[src/rtl/gpio_irq_pkg.sv]
package gpio_irq_pkg;

    // Trigger code held in each 2-bit per-pin field
    typedef enum logic [1:0] {
        TRG_LOW  = 2'b00,
        TRG_HIGH = 2'b01,
        TRG_RISE = 2'b10,
        TRG_FALL = 2'b11
    } trig_e;

    // Register chosen by word offset (byte address bits [4:2])
    typedef enum logic [2:0] {
        SEL_DOUT   = 3'd0,
        SEL_DIR    = 3'd1,
        SEL_PAD    = 3'd2,
        SEL_TRG_LO = 3'd3,
        SEL_TRG_HI = 3'd4,
        SEL_MASK   = 3'd5,
        SEL_STAT   = 3'd6,
        SEL_BOTH   = 3'd7
    } reg_sel_e;

    // One-cycle event decision for a single pin
    function automatic logic pin_event(trig_e trg, logic both, logic cur, logic prv);
        logic rise, fall;
        rise = cur & ~prv;
        fall = ~cur & prv;
        if (both) begin
            return rise | fall;
        end
        case (trg)
            TRG_LOW:  return ~cur;
            TRG_HIGH: return cur;
            TRG_RISE: return rise;
            default:  return fall;
        endcase
    endfunction

endpackage

[src/rtl/gpio_sync.sv]
module gpio_sync #(
    parameter int W = 32
) (
    input  logic         clk,
    input  logic         rst,
    input  logic [W-1:0] async_i,
    output logic [W-1:0] sync_o,
    output logic [W-1:0] prev_o
);
    logic [W-1:0] meta_q;
    logic [W-1:0] sync_q;
    logic [W-1:0] prev_q;

    always_ff @(posedge clk) begin
        if (rst) begin
            meta_q <= '0;
            sync_q <= '0;
            prev_q <= '0;
        end else begin
            meta_q <= async_i;
            sync_q <= meta_q;
            prev_q <= sync_q;
        end
    end

    assign sync_o = sync_q;
    assign prev_o = prev_q;

    // second stage follows first stage one cycle later
    p_sync_stage_r3: assert property (@(posedge clk) disable iff (rst)
        1'b1 |=> (sync_q == $past(meta_q)));

    // the previous sample tracks the synchronized value one cycle later
    p_prev_stage_r3: assert property (@(posedge clk) disable iff (rst)
        1'b1 |=> (prev_q == $past(sync_q)));

endmodule

[src/rtl/gpio_evt_detect.sv]
module gpio_evt_detect
    import gpio_irq_pkg::*;
#(
    parameter int NPIN = 32
) (
    input  logic            clk,
    input  logic            rst,
    input  logic [NPIN-1:0] trg_lo_i,
    input  logic [NPIN-1:0] trg_hi_i,
    input  logic [NPIN-1:0] both_i,
    input  logic [NPIN-1:0] cur_i,
    input  logic [NPIN-1:0] prv_i,
    output logic [NPIN-1:0] evt_o
);
    localparam int HALF = NPIN / 2;

    for (genvar i = 0; i < NPIN; i++) begin : g_pin
        logic [1:0] field;
        if (i < HALF) begin : g_lo
            assign field = trg_lo_i[2*i +: 2];
        end else begin : g_hi
            assign field = trg_hi_i[2*(i-HALF) +: 2];
        end

        assign evt_o[i] = pin_event(trig_e'(field), both_i[i], cur_i[i], prv_i[i]);

        // in both-edges mode a steady pin never raises an event
        p_both_quiet_r6: assert property (@(posedge clk) disable iff (rst)
            (both_i[i] && (cur_i[i] == prv_i[i])) |-> !evt_o[i]);
    end

endmodule

[src/rtl/gpio_irq_status.sv]
module gpio_irq_status #(
    parameter int NPIN = 32
) (
    input  logic            clk,
    input  logic            rst,
    input  logic [NPIN-1:0] evt_i,
    input  logic [NPIN-1:0] clr_i,
    input  logic [NPIN-1:0] mask_i,
    output logic [NPIN-1:0] stat_o,
    output logic            irq_lo_o,
    output logic            irq_hi_o
);
    localparam int HALF = NPIN / 2;

    logic [NPIN-1:0] stat_q;
    logic [NPIN-1:0] pend;

    always_ff @(posedge clk) begin
        if (rst) begin
            stat_q <= '0;
        end else begin
            stat_q <= (stat_q & ~clr_i) | evt_i;
        end
    end

    assign pend     = stat_q & mask_i;
    assign irq_lo_o = |pend[HALF-1:0];
    assign irq_hi_o = |pend[NPIN-1:HALF];
    assign stat_o   = stat_q;

    // a cleared bit with no concurrent event reads zero next cycle
    p_w1c_clears_r7: assert property (@(posedge clk) disable iff (rst)
        1'b1 |=> ((stat_q & $past(clr_i & ~evt_i)) == '0));

    // an event always leaves its bit set, clear or not
    p_event_wins_r8: assert property (@(posedge clk) disable iff (rst)
        1'b1 |=> ((stat_q & $past(evt_i)) == $past(evt_i)));

    // bits neither cleared nor hit keep their value
    p_status_hold_r7: assert property (@(posedge clk) disable iff (rst)
        1'b1 |=> ((stat_q & ~$past(clr_i | evt_i)) == ($past(stat_q) & ~$past(clr_i | evt_i))));

endmodule

[src/rtl/gpio_irq_port.sv]
module gpio_irq_port
    import gpio_irq_pkg::*;
#(
    parameter int NPIN   = 32,
    parameter int ADDR_W = 5
) (
    input  logic              clk,
    input  logic              rst,
    input  logic              bus_wr_en,
    input  logic [ADDR_W-1:0] bus_addr,
    input  logic [NPIN-1:0]   bus_wdata,
    output logic [NPIN-1:0]   bus_rdata,
    input  logic [NPIN-1:0]   pad_in,
    output logic [NPIN-1:0]   pad_out,
    output logic [NPIN-1:0]   pad_oe,
    output logic              irq_lo,
    output logic              irq_hi
);
    logic [NPIN-1:0] dout_q, dir_q, trg_lo_q, trg_hi_q, mask_q, both_q;
    logic [NPIN-1:0] cur, prv, evt, stat, clr;
    reg_sel_e        sel;
    logic            aligned;
    logic            wr_ok;

    assign sel     = reg_sel_e'(bus_addr[4:2]);
    assign aligned = (bus_addr[1:0] == 2'b00);
    assign wr_ok   = bus_wr_en && aligned;

    always_ff @(posedge clk) begin
        if (rst) begin
            dout_q   <= '0;
            dir_q    <= '0;
            trg_lo_q <= '0;
            trg_hi_q <= '0;
            mask_q   <= '0;
            both_q   <= '0;
        end else if (wr_ok) begin
            case (sel)
                SEL_DOUT:   dout_q   <= bus_wdata;
                SEL_DIR:    dir_q    <= bus_wdata;
                SEL_TRG_LO: trg_lo_q <= bus_wdata;
                SEL_TRG_HI: trg_hi_q <= bus_wdata;
                SEL_MASK:   mask_q   <= bus_wdata;
                SEL_BOTH:   both_q   <= bus_wdata;
                default: ;
            endcase
        end
    end

    assign clr = (wr_ok && sel == SEL_STAT) ? bus_wdata : '0;

    gpio_sync #(.W(NPIN)) u_sync (
        .clk     (clk),
        .rst     (rst),
        .async_i (pad_in),
        .sync_o  (cur),
        .prev_o  (prv)
    );

    gpio_evt_detect #(.NPIN(NPIN)) u_detect (
        .clk      (clk),
        .rst      (rst),
        .trg_lo_i (trg_lo_q),
        .trg_hi_i (trg_hi_q),
        .both_i   (both_q),
        .cur_i    (cur),
        .prv_i    (prv),
        .evt_o    (evt)
    );

    gpio_irq_status #(.NPIN(NPIN)) u_status (
        .clk      (clk),
        .rst      (rst),
        .evt_i    (evt),
        .clr_i    (clr),
        .mask_i   (mask_q),
        .stat_o   (stat),
        .irq_lo_o (irq_lo),
        .irq_hi_o (irq_hi)
    );

    always_comb begin
        bus_rdata = '0;
        if (aligned) begin
            case (sel)
                SEL_DOUT:   bus_rdata = dout_q;
                SEL_DIR:    bus_rdata = dir_q;
                SEL_PAD:    bus_rdata = cur;
                SEL_TRG_LO: bus_rdata = trg_lo_q;
                SEL_TRG_HI: bus_rdata = trg_hi_q;
                SEL_MASK:   bus_rdata = mask_q;
                SEL_STAT:   bus_rdata = stat;
                default:    bus_rdata = both_q;
            endcase
        end
    end

    assign pad_out = dout_q;
    assign pad_oe  = dir_q;

    // with every pin masked neither interrupt line may be high
    p_masked_silent_r9: assert property (@(posedge clk) disable iff (rst)
        (mask_q == '0) |-> (!irq_lo && !irq_hi));

    // output value changes only through a write to its offset
    p_dout_hold_r2: assert property (@(posedge clk) disable iff (rst)
        !(wr_ok && sel == SEL_DOUT) |=> $stable(dout_q));

endmodule

[config.mk]
export PLATFORM = sky130hd
export DESIGN_NAME = gpio_irq_port
export DESIGN_NICKNAME = d
export VERILOG_FILES = /design/src/rtl/gpio_irq_pkg.sv /design/src/rtl/gpio_sync.sv /design/src/rtl/gpio_evt_detect.sv /design/src/rtl/gpio_irq_status.sv /design/src/rtl/gpio_irq_port.sv
export SDC_FILE = /design/constraint.sdc
export NUM_CORES = 1
export LEC_CHECK = 0
export BUFFER_PORTS_ARGS = -buffer_cell sky130_fd_sc_hd__buf_2
export CORE_MARGIN = 3
export CORE_UTILIZATION = 50
export CTS_CLUSTER_DIAMETER = 80
export CTS_CLUSTER_SIZE = 28
export DETAILED_ROUTE_END_ITERATION = 10
export PLACE_DENSITY = 0.82
export SYNTH_ARGS = -nofsm -noshare
export SYNTH_HDL_FRONTEND = slang
export SYNTH_SLANG_ARGS = --single-unit
[constraint.sdc]
create_clock -name clk -period 1.6 [get_ports clk]
set_input_delay 0.16 -clock clk [delete_from_list [all_inputs] [get_ports clk]]
set_output_delay 0.16 -clock clk [all_outputs]
set_load 0.005 [all_outputs]
==> impl_metrics.toml <==
[run_status]
status = "finished with violations"
violations = "negative setup slack"

[critical_path]
startpoint_type = "flip-flop"
worstPathCellList = "a22o_1 -> a221oi_2 -> nand4_1 -> buf_2"
cp.arrival_ns = 1.73
critPathKind = "reg2out"
end_kind = "output port"
rr_startpoint = "u_sync.prev_o[27]"
required_ns = 1.44
r2r_end = "u_status.stat_o[27]"
critical-path-max-stage-delay_ns = 0.35
slowest_stage = "dfxtp_2"
cp_max_fo = 2
regToRegSetupSlack_ns = 0.12
r2r_cells = 5

[yosys]
synth_area_per_cell_sq_um = 8.24
async_reset_ff_share_pct = 0
synth_top_family_by_area = "compound AO/OA/AOI/OAI gates"
netlist_instances = 1744
synth_top_area_share_pct = 44.6
synth_edf_count = 0
synth_compound_area_share_pct = 21.4
synth_seq_cells = 320
yosys.area_share.adder_pct = 5.57
synthSimpleGateAreaFrac_pct = 17.1
ys_warn_count = 0
ys_types = 38
syn-num-nets = 1880
yosysSeqAreaShare_pct = 44.6
yosys.area_share.xor_xnor_pct = 0.122
synth_area_sq_um = 14400
synthMuxAreaShare_pct = 5.00
synthTopCellsByArea = "dfxtp_1 45%, nand2_1 11%, a21oi_1 7.3%"
synth_ff_type = "dfxtp_1"
synth.largest_area_cell = "dfxtp_1"

[grt]
grt_pass1_wl_microns = 76300
grt_overflow = 0
grt_pass1_vias = 14200
grt_max_degree = 76
grt_antenna_before_repair = 2
grt_usage_pct = 30.8

[finish]
seq_area_sq_um = 6560
final_common_cell = "nand2_1"
syn_to_final_growth_pct = 29.4
diodes = 0
final_util_pct = 66.2
num-fill-cells = 2133
postLayoutCellArea_sq_um = 18600
drive_gt1_share_pct = 24.3
mostFrequentLayoutCells = "420 x nand2_1, 252 x dfxtp_1, 210 x a21oi_1"
layout.nets = 2143
multi_input_area_sq_um = 7740
instances_no_fill = 2391

[timing]
min_period_ns = 1.89
fin_crit_sh_pct = 118
rsz0062_at_grt = "true"
finalMaxSlewViolations = 0
final_hold_viol_count = 0
finalWorstSetupSlack_ns = -0.294
final-setup-viol-count = 34
clock.fmax_mhz = 528
relSlewSlack_pct = 65.6
final.setup_skew_ns = 0.0307
tightest_slew_ns = 0.516

[placement]
io_buffers = 169
post-place-cells = 2255
dp_hpwl_microns = 33100
placed_area_sq_um = 16200
routabilityCongestion = 0.940

[drt]
post_drt_wl_per_cell_microns = 20.9
wl_met1_microns = 18500
drc = 0
via_per_inst = 6.00
dr.first_iter.drc_count = 1625
wirelength_microns = 50000
dr.pass1.iters = 6
met2WireLength_microns = 23600
vias = 14300
postRouteAntennaNets = 0
dr.max_layer_used = "met5"
dr_wl_met3_microns = 5220

[clocking]
cts.sink_count = 320
cts_inserted_buffers = 16
clk_path_buf_depth = 3
htreeDepth = 1
clk_pin_slew_worst_paths_ns = 0.11
clk_latency_ns = 0.53
clockRootBuffer = "clkbuf_16"
cts_tree = "built"

[die]
io_pins = 170
fp.dieArea_sq_um = 30800
coreArea_sq_um = 28100
die_w_microns = 176
initial_core_util_pct = 51.2
num_rows = 61
die_h_microns = 176

[power]
leakage_uw = 0.00696
powerDensity_nw_per_um2 = 803
peakVddDrop_v = 0.00129

[worst_hold_path]
hold_depth = 5
holdPathEnd = "mask_q[29]"
min_path_type = "in2reg"
min_from = "bus_addr[0]"

[job]
drv_cap = 0
==> logic make-up (layout without fill, tap and decap cells) <==
| logic type | count (synthesis) | after routing |
|---|---|---|
| AND/OR/NAND/NOR | 576 | 576 |
| AO/OA/AOI/OAI | 495 | 495 |
| flip-flops | 320 | 320 |
| buffers and inverters | 221 | 490 |
| multiplexers | 66 | 66 |
| adder cells (fa/ha/maj) | 64 | 64 |
| XOR/XNOR | 2 | 2 |
==> worst max-delay path: cells and delay by family (launching register included) <==
kind,cells,cell delay [ns]
AO/OA/AOI/OAI,2,0.45
buffers and inverters,1,0.18
flip-flops,1,0.35
AND/OR/NAND/NOR,1,0.22
==> repair_timing <==
action,in CTS,in global routing
gates cloned,0,2
hold buffers,66,0
pin swaps,64,21
hold endpoints to repair,229,0
endpoints found under the setup margin,34,36
setup buffers,32,12
resized for setup,165,38
==> worst max path at each step <==
stage	end	start	cells past startpoint
finish	irq_lo	u_status.stat_o[15]	4
global route	irq_hi	u_status.stat_o[17]	4
CTS	irq_lo	u_status.stat_o[15]	4
detailed placement	bus_rdata[21]	bus_addr[2]	8
global placement	bus_rdata[21]	bus_addr[2]	8
floorplan	bus_rdata[0]	bus_addr[3]	5
==> stage by stage <==
step,total power (uW),setup slack [ns],setup TNS (ns),hold slack [ns]
global route,15300,-0.309,-6.12,0.268
finish,14900,-0.294,-4.96,0.253
CTS,14800,-0.257,-4.71,0.230
detailed placement,9730,-0.186,-2.52,0.374
floorplan,9090,0.165,0,0.288
global placement,9690,-0.143,-1.73,0.366
==> cells in the mapped netlist, drive strengths merged, types with 2 or more instances <==
library cell  instances
and3                  2
a211oi               16
a31oi                46
a22oi                62
nand3                 3
o311ai               15
nand2               420
dfxtp               320
nand4                 4
o21ai                67
o221ai               31
a221oi                8
ha                   64
nor4                  2
nor2                 58
xor2                  2
a21oi               210
nor2b                65
mux2i                20
buf                  30
a22o                  9
a211o                15
clkbuf               80
o2111ai              15
mux2                 46
inv                 111
nand2b               17
==> state kept, by name (all words and copies together) (netlist names) <==
register         flops
trg_hi_q            32
mask_q              32
u_sync.sync_o       32
pad_oe              32
u_status.stat_o     32
both_q              32
u_sync.prev_o       32
trg_lo_q            32
u_sync.meta_q       32
pad_out             32
==> layer usage <==
metal  vias up  GRT usage [%]
li1       6504              -
met2       844           52.1
met4         4           14.5
met1      6799           38.0
met3       191           5.99
met5         -              0
==> area by class of cell <==
type | count | share of cell area, %
clock buffers | 18 | 2.31
clock inverters | 6 | 0.565
inverters | 111 | 2.24
multi-input cells | 1203 | 41.6
flip-flops and latches | 320 | 35.3
well taps | 378 | 2.54
repair buffers | 355 | 15.5
==> power breakdown <==
group / total, uW / switching, uW / internal [uW] / leakage (uW)
Combinational: 1570 / 888 / 687 / 0.00405
Sequential: 8310 / 196 / 8110 / 0.00265
Clock: 5040 / 2730 / 2320 / 0.000257
(Power assumes the default switching activity.)
